--- config.mk ---
export PLATFORM = sky130hd
export DESIGN_NAME = intc_mask_top
export DESIGN_NICKNAME = d
export VERILOG_FILES = /design/src/rtl/intc_mask_pkg.sv /design/src/rtl/intc_mask_regs.sv /design/src/rtl/intc_mask_route.sv /design/src/rtl/intc_mask_rdmux.sv /design/src/rtl/intc_mask_top.sv
export SDC_FILE = /design/constraint.sdc
export NUM_CORES = 1
export LEC_CHECK = 0
export ABC_AREA = 1
export BUFFER_PORTS_ARGS = -buffer_cell sky130_fd_sc_hd__buf_2
export CAP_MARGIN = 25
export CORE_MARGIN = 2
export CORE_UTILIZATION = 35
export DETAILED_ROUTE_END_ITERATION = 10
export PLACE_DENSITY = 0.56
export SLEW_MARGIN = 20
export SYNTH_ARGS = -nofsm -noshare
export SYNTH_HDL_FRONTEND = slang
export SYNTH_HIERARCHICAL = 1
export SYNTH_SLANG_ARGS = --single-unit
--- constraint.sdc ---
create_clock -name clk -period 1.4 [get_ports clk]
set_clock_uncertainty 0.05 [all_clocks]
set_input_delay 0.14 -clock clk [delete_from_list [all_inputs] [get_ports clk]]
set_output_delay 0.14 -clock clk [all_outputs]
set_load 0.02 [all_outputs]
--- src/rtl/intc_mask_pkg.sv ---
package intc_mask_pkg;

    localparam int N_SRC  = 32;
    localparam int ADDR_W = 6;

    typedef logic [N_SRC-1:0]  src_vec_t;
    typedef logic [ADDR_W-1:0] addr_t;

    localparam addr_t OFF_IRQ_STAT = 6'h00;
    localparam addr_t OFF_FIQ_STAT = 6'h04;
    localparam addr_t OFF_RAW      = 6'h08;
    localparam addr_t OFF_STEER    = 6'h0C;
    localparam addr_t OFF_EN_SET   = 6'h10;
    localparam addr_t OFF_EN_CLR   = 6'h14;
    localparam addr_t OFF_SW_SET   = 6'h18;
    localparam addr_t OFF_SW_CLR   = 6'h1C;
    localparam addr_t OFF_LOCK     = 6'h20;

    typedef struct packed {
        src_vec_t steer;
        src_vec_t en;
        src_vec_t sw;
        logic     lock;
    } ctl_state_t;

endpackage

--- src/rtl/intc_mask_regs.sv ---
module intc_mask_regs
    import intc_mask_pkg::*;
(
    input  logic       clk,
    input  logic       rst_n,
    input  logic       wr_ok,
    input  addr_t      addr,
    input  src_vec_t   wdata,
    output ctl_state_t st_q
);

    ctl_state_t st_d;

    always_comb begin
        st_d = st_q;
        if (wr_ok) begin
            case (addr)
                OFF_STEER:  st_d.steer = wdata;
                OFF_EN_SET: st_d.en    = st_q.en | wdata;
                OFF_EN_CLR: st_d.en    = st_q.en & ~wdata;
                OFF_SW_SET: st_d.sw    = st_q.sw | wdata;
                OFF_SW_CLR: st_d.sw    = st_q.sw & ~wdata;
                OFF_LOCK:   st_d.lock  = wdata[0];
                default:    st_d       = st_q;
            endcase
        end
    end

    always_ff @(posedge clk) begin
        if (!rst_n) begin
            st_q <= '0;
        end else begin
            st_q <= st_d;
        end
    end

endmodule

--- src/rtl/intc_mask_route.sv ---
module intc_mask_route
    import intc_mask_pkg::*;
#(
    parameter int NUM = N_SRC
)
(
    input  logic [NUM-1:0] hw,
    input  logic [NUM-1:0] sw,
    input  logic [NUM-1:0] en,
    input  logic [NUM-1:0] steer,
    output logic [NUM-1:0] raw,
    output logic [NUM-1:0] irq_stat,
    output logic [NUM-1:0] fiq_stat,
    output logic           any_irq,
    output logic           any_fiq
);

    for (genvar g = 0; g < NUM; g++) begin : g_src
        logic live;
        assign live        = hw[g] | sw[g];
        assign raw[g]      = live;
        assign irq_stat[g] = live & en[g] & ~steer[g];
        assign fiq_stat[g] = live & en[g] & steer[g];
    end

    assign any_irq = |irq_stat;
    assign any_fiq = |fiq_stat;

endmodule

--- src/rtl/intc_mask_rdmux.sv ---
module intc_mask_rdmux
    import intc_mask_pkg::*;
(
    input  logic       rd_ok,
    input  addr_t      addr,
    input  ctl_state_t st,
    input  src_vec_t   raw,
    input  src_vec_t   irq_stat,
    input  src_vec_t   fiq_stat,
    output src_vec_t   rdata
);

    always_comb begin
        rdata = '0;
        if (rd_ok) begin
            case (addr)
                OFF_IRQ_STAT: rdata = irq_stat;
                OFF_FIQ_STAT: rdata = fiq_stat;
                OFF_RAW:      rdata = raw;
                OFF_STEER:    rdata = st.steer;
                OFF_EN_SET:   rdata = st.en;
                OFF_SW_SET:   rdata = st.sw;
                OFF_LOCK:     rdata = {{(N_SRC-1){1'b0}}, st.lock};
                default:      rdata = '0;
            endcase
        end
    end

endmodule

--- src/rtl/intc_mask_top.sv ---
module intc_mask_top
    import intc_mask_pkg::*;
(
    input  logic        clk,
    input  logic        rst_n,
    input  logic [31:0] hw_src_i,
    input  logic        acc_en_i,
    input  logic        acc_wr_i,
    input  logic [5:0]  acc_addr_i,
    input  logic [31:0] acc_wdata_i,
    input  logic        acc_user_i,
    output logic [31:0] acc_rdata_o,
    output logic        irq_o,
    output logic        fiq_o
);

    ctl_state_t st_q;
    logic       permit;
    logic       wr_ok;
    logic       rd_ok;
    src_vec_t   raw;
    src_vec_t   irq_stat;
    src_vec_t   fiq_stat;

    assign permit = acc_en_i & ~(st_q.lock & acc_user_i);
    assign wr_ok  = permit & acc_wr_i;
    assign rd_ok  = permit & ~acc_wr_i;

    intc_mask_regs u_regs (
        .clk   (clk),
        .rst_n (rst_n),
        .wr_ok (wr_ok),
        .addr  (acc_addr_i),
        .wdata (acc_wdata_i),
        .st_q  (st_q)
    );

    intc_mask_route #(.NUM(N_SRC)) u_route (
        .hw       (hw_src_i),
        .sw       (st_q.sw),
        .en       (st_q.en),
        .steer    (st_q.steer),
        .raw      (raw),
        .irq_stat (irq_stat),
        .fiq_stat (fiq_stat),
        .any_irq  (irq_o),
        .any_fiq  (fiq_o)
    );

    intc_mask_rdmux u_rdmux (
        .rd_ok    (rd_ok),
        .addr     (acc_addr_i),
        .st       (st_q),
        .raw      (raw),
        .irq_stat (irq_stat),
        .fiq_stat (fiq_stat),
        .rdata    (acc_rdata_o)
    );

endmodule

Yosys cells after proc, flatten, opt, wreduce, memory -nomap -nowiden
Index checks and enable logic that the tools add are counted.
{ "totals": {"out_inout_bits": 34, "regBits": 97} }
{ "classes": {"bitwise_logic": 171, "n_reduce_logical": 9, "n_eq_ne": 8, "n_mux": 4} }
{ "ops": {"columns": ["op", "n"], "rows": [
  ["$pmux 32 s7", 1],
  ["$pmux 32 s2", 2],
  ["$and 1x1->1", 100],
  ["$and 32x32->32", 2],
  ["$or 32x32->32", 2],
  ["$reduce_or 32->1", 2],
  ["$not 1->1", 34],
  ["$mux 32", 1],
  ["$not 32->32", 1],
  ["$or 1x1->1", 32],
  ["$eq 6x5->1 const B", 4],
  ["$eq 6x4->1 const B", 2],
  ["$reduce_and 2->1", 4],
  ["$eq 6x3->1 const B", 1],
  ["$eq 6x6->1 const B", 1],
  ["$logic_not 6->1", 1],
  ["$reduce_bool 2->1", 2]
]} }

Depth between registers and ports, before layout
{ "logic_depth": {"ltp_word": 5, "mapped_depth": 9} }

Modules after synthesis
Netlist, hierarchy kept.
{ "by_module_without_submodules": {"columns": ["module", "cells_each", "n_inst", "area_per_inst_um2"], "rows": [
  ["intc_mask_regs", 569, 1, 4045.1],
  ["intc_mask_rdmux", 386, 1, 1786.7],
  ["intc_mask_route", 323, 1, 1495.2],
  ["intc_mask_top", 5, 1, 18.8]
]} }

Worst setup path before layout
OpenSTA, ideal clock, no wires.
{ "synth_path": {"path_type": "reg-to-reg", "from": "register, netlist name u_regs/st_q[0]", "to": "register, netlist name u_regs/st_q[88]", "path_stages_with_launch": 10, "slack_ns": -0.131, "arrival_ns": 1.368, "period_less_slack_ns": 1.531, "path_buffers": 1, "cell_sequence": "dfxtp_1 nand2_1 nand2_1 nor2_1 nand3_1 nor2_4 buf_4 nand2_1 nand2_1 nor2_1"} }
{ "synth_between": {"elab_chain_len": 5} }
{ "synth_rtl": {"columns": ["element", "line", "source"], "rows": [
  ["$and 1x1->1", "intc_mask_top.sv:25", "assign permit = acc_en_i & ~(st_q.lock & acc_user_i);"],
  ["$not 1->1", "intc_mask_top.sv:25", null],
  ["$and 1x1->1", "intc_mask_top.sv:25", null],
  ["$and 1x1->1", "intc_mask_top.sv:26", "assign wr_ok = permit & acc_wr_i;"],
  ["net wr_ok", "intc_mask_top.sv:19", "logic wr_ok;"],
  ["$reduce_and 2->1 (no line)", null, null]
]} }
The timed path passes the listed nets, and every way through them passes these cells.
A chain may end at the register's enable or synchronous reset.

==> out/summary.txt <==
status = finished with violations
failing checks = negative setup slack
worst slew pin tran = 413 ps
initial antenna violation count = 0
Max Freq = 540 MHz
chip height = 149 um
synthesis warning total = 6
CP max FO = 3
final antenna-violating net count = 0
clk_lat worst skew = 350 ps
register area share after synthesis = 26.4%
clock root cell = clkbuf_16
vias per cell = 5.17
die area = 0.0222 mm2
final worst-path cycle share = 132%
post-synthesis cell count = 1283
Initial DRT Pass Iterations = 5
cells on worst reg2reg path = 13
Sw Ratio = 28.7%
Startpoint Class = register
RSZ-0062 raised after global routing = yes
hold_sp = acc_wdata_i[7]
antenna cell count = 0
average wire per standard cell = 16.4 um
Final Max Tran Viols = 0
detailed placer's ending HPWL = 16300 um
largest net degree at the start of global routing = 74
Num Clock Sinks = 97
hold path depth = 3
CP max-delay cell = dfxtp_2
number of buffers created by CTS = 9
area of the core = 0.0204 mm2
vias in the first global route = 8057
via count = 8989
CP required = 1210 ps
Power Internal = 4.63 mW
DRC viols = 0
GPL Wtd Cong = 0.804
worst r2r src = u_regs/st_q[0]
commonest cells after routing, fill and taps aside = 214 x nand2_1, 148 x nand3_1, 144 x inv_1
Rel. slew slack = 72.5%
Psw = 1.86 mW
most used routing layer = met2
critical path's most frequent cell = nand2_1
final setup fails = 130
maxcap violations = 0
Hold Fails Final Rpt = 0
critical path arrival = 1660 ps
IO Port Bufs = 108
met1 usage = 33.7%
GRT Util Overall = 24.3%
clock slew at reported path FFs = 70 ps
Cell Area, Synth = 0.00735 mm2
syn_nets = 1358
maximum VDD drop = 553 uV
Gate power share = 18.2%
Seq pwr share = 42.8%
Post-CTS Hold Buffers = 0
pwr/cell area = 550 mW/mm2
Post-Place Cell Area = 0.00886 mm2
most common cell after layout, fill and taps aside = nand2_1
area grow syn2layout = 60.5%
Max H-tree Level = 3
setup tns final = -36710 ps
syn_area_per_cell = 5.73 um2
Ports = 109
#FFs+latches synth = 97
Leak = 5.74 nW
first-pass GRT wire length = 42500 um
hold crit path type = primary input to register
fin util = 57.7%
met2 GRT Util = 39.4%
slowest stage delay, CP = 320 ps
clock power share = 39.0%
flop2flop setup slack = -420 ps
worst-path cell chain = or2_4 -> nand3_4 -> nand2_1 -> nor2_1 -> nand2_1 -> nor2_2 -> nand2_2 -> buf_6
Longest Clk Path Bufs = 2
die width = 149 um
total grt overflow = 0
Design Area, Final = 0.0118 mm2
Final Critical Period = 1850 ps
share of cells above drive strength 1 = 45.4%
row cnt = 52
Initial Util = 36.0%
# nets final = 1542
Worst Path Class, Setup = register to primary output
Routed WL = 28500 um
Yosys cell types = 22
met3 Use GR = 3.21%
worst setup margin = -451 ps
CTS tree = built
CP endpoint kind = primary output
initial DRC count = 723
[cell families after synthesis]
kind of cell | after synthesis | share of synthesized area (%)
simple gates | 836 | 51.2
compound gates | 65 | 4.43
buf+inv | 285 | 18.0
flops | 97 | 26.4
[worst max-delay path by stage]
stage | start | endpoint | slack (ps) | cells after the start
3_5_place_dp | acc_addr_i[1] | acc_rdata_o[10] | -240 | 10
2_1_floorplan | acc_addr_i[3] | acc_rdata_o[23] | 20 | 7
4_1_cts | register | irq_o | -480 | 8
5_1_grt | register | irq_o | -520 | 9
3_3_place_gp | acc_addr_i[2] | acc_rdata_o[10] | -220 | 10
6_report | register | irq_o | -450 | 8
[stage by stage]
stage	hold slack, ps	power (mW)	worst slack [ps]	instances
6_report	46.3	6.49	-451	1740
5_1_grt	65.3	6.70	-518	1740
4_1_cts	27.6	6.39	-477	1727
3_5_place_dp	403	3.72	-240	1676
3_3_place_gp	400	3.73	-218	1676
2_1_floorplan	249	3.30	20.5	1283
[layer usage]
metal,vias up,part of all wire (%)
met5,-,0
li1,4409,-
met2,361,47
met3,42,6.6
met4,0,1.8
met1,4177,45
[power by group through the flow]
stage	Combinational (mW)	Sequential [mW]	Clock [mW]
5_1_grt	1.26	2.78	2.66
6_report	1.18	2.78	2.53
3_5_place_dp	0.883	2.84	0
2_1_floorplan	0.461	2.84	0
4_1_cts	1.04	2.78	2.57
3_3_place_gp	0.885	2.84	0
[timing repair]
action	CTS	global route
resized for setup	338	201
gates cloned	16	5
endpoints found under the setup margin	130	131
buffers inserted	24	14
pin swaps	83	79
[area by class of cell]
| cell class | count | area (um2) |
|---|---|---|
| fillers | 1907 | 8640 |
| multi-input cells | 901 | 5560 |
| repair buffers | 278 | 2930 |
| flip-flops and latches | 97 | 2000 |
| inverters | 180 | 681 |
| well taps | 270 | 338 |
| clock buffers | 13 | 280 |
| clock inverters | 1 | 8.76 |
[cells in the mapped netlist, drive strengths merged]
cell type    n  share of area (%)
nand2      272                 14
dfxtp       97                 26
nand3b      19                1.9
or2          4               0.48
clkbuf       8               0.41
a21oi       65                4.4
nand4       36                3.1
nand3      272                 19
buf         97                8.3
nor3         1               0.22
nor2       232                 13
inv        180                9.2
[worst max-delay path, delay by kind of cell (launching register included)]
family,cells,cell delay (ps)
buffers and inverters,1,140
DFF,1,320
and+or+nand+nor,7,850
(Power assumes the default switching activity.)
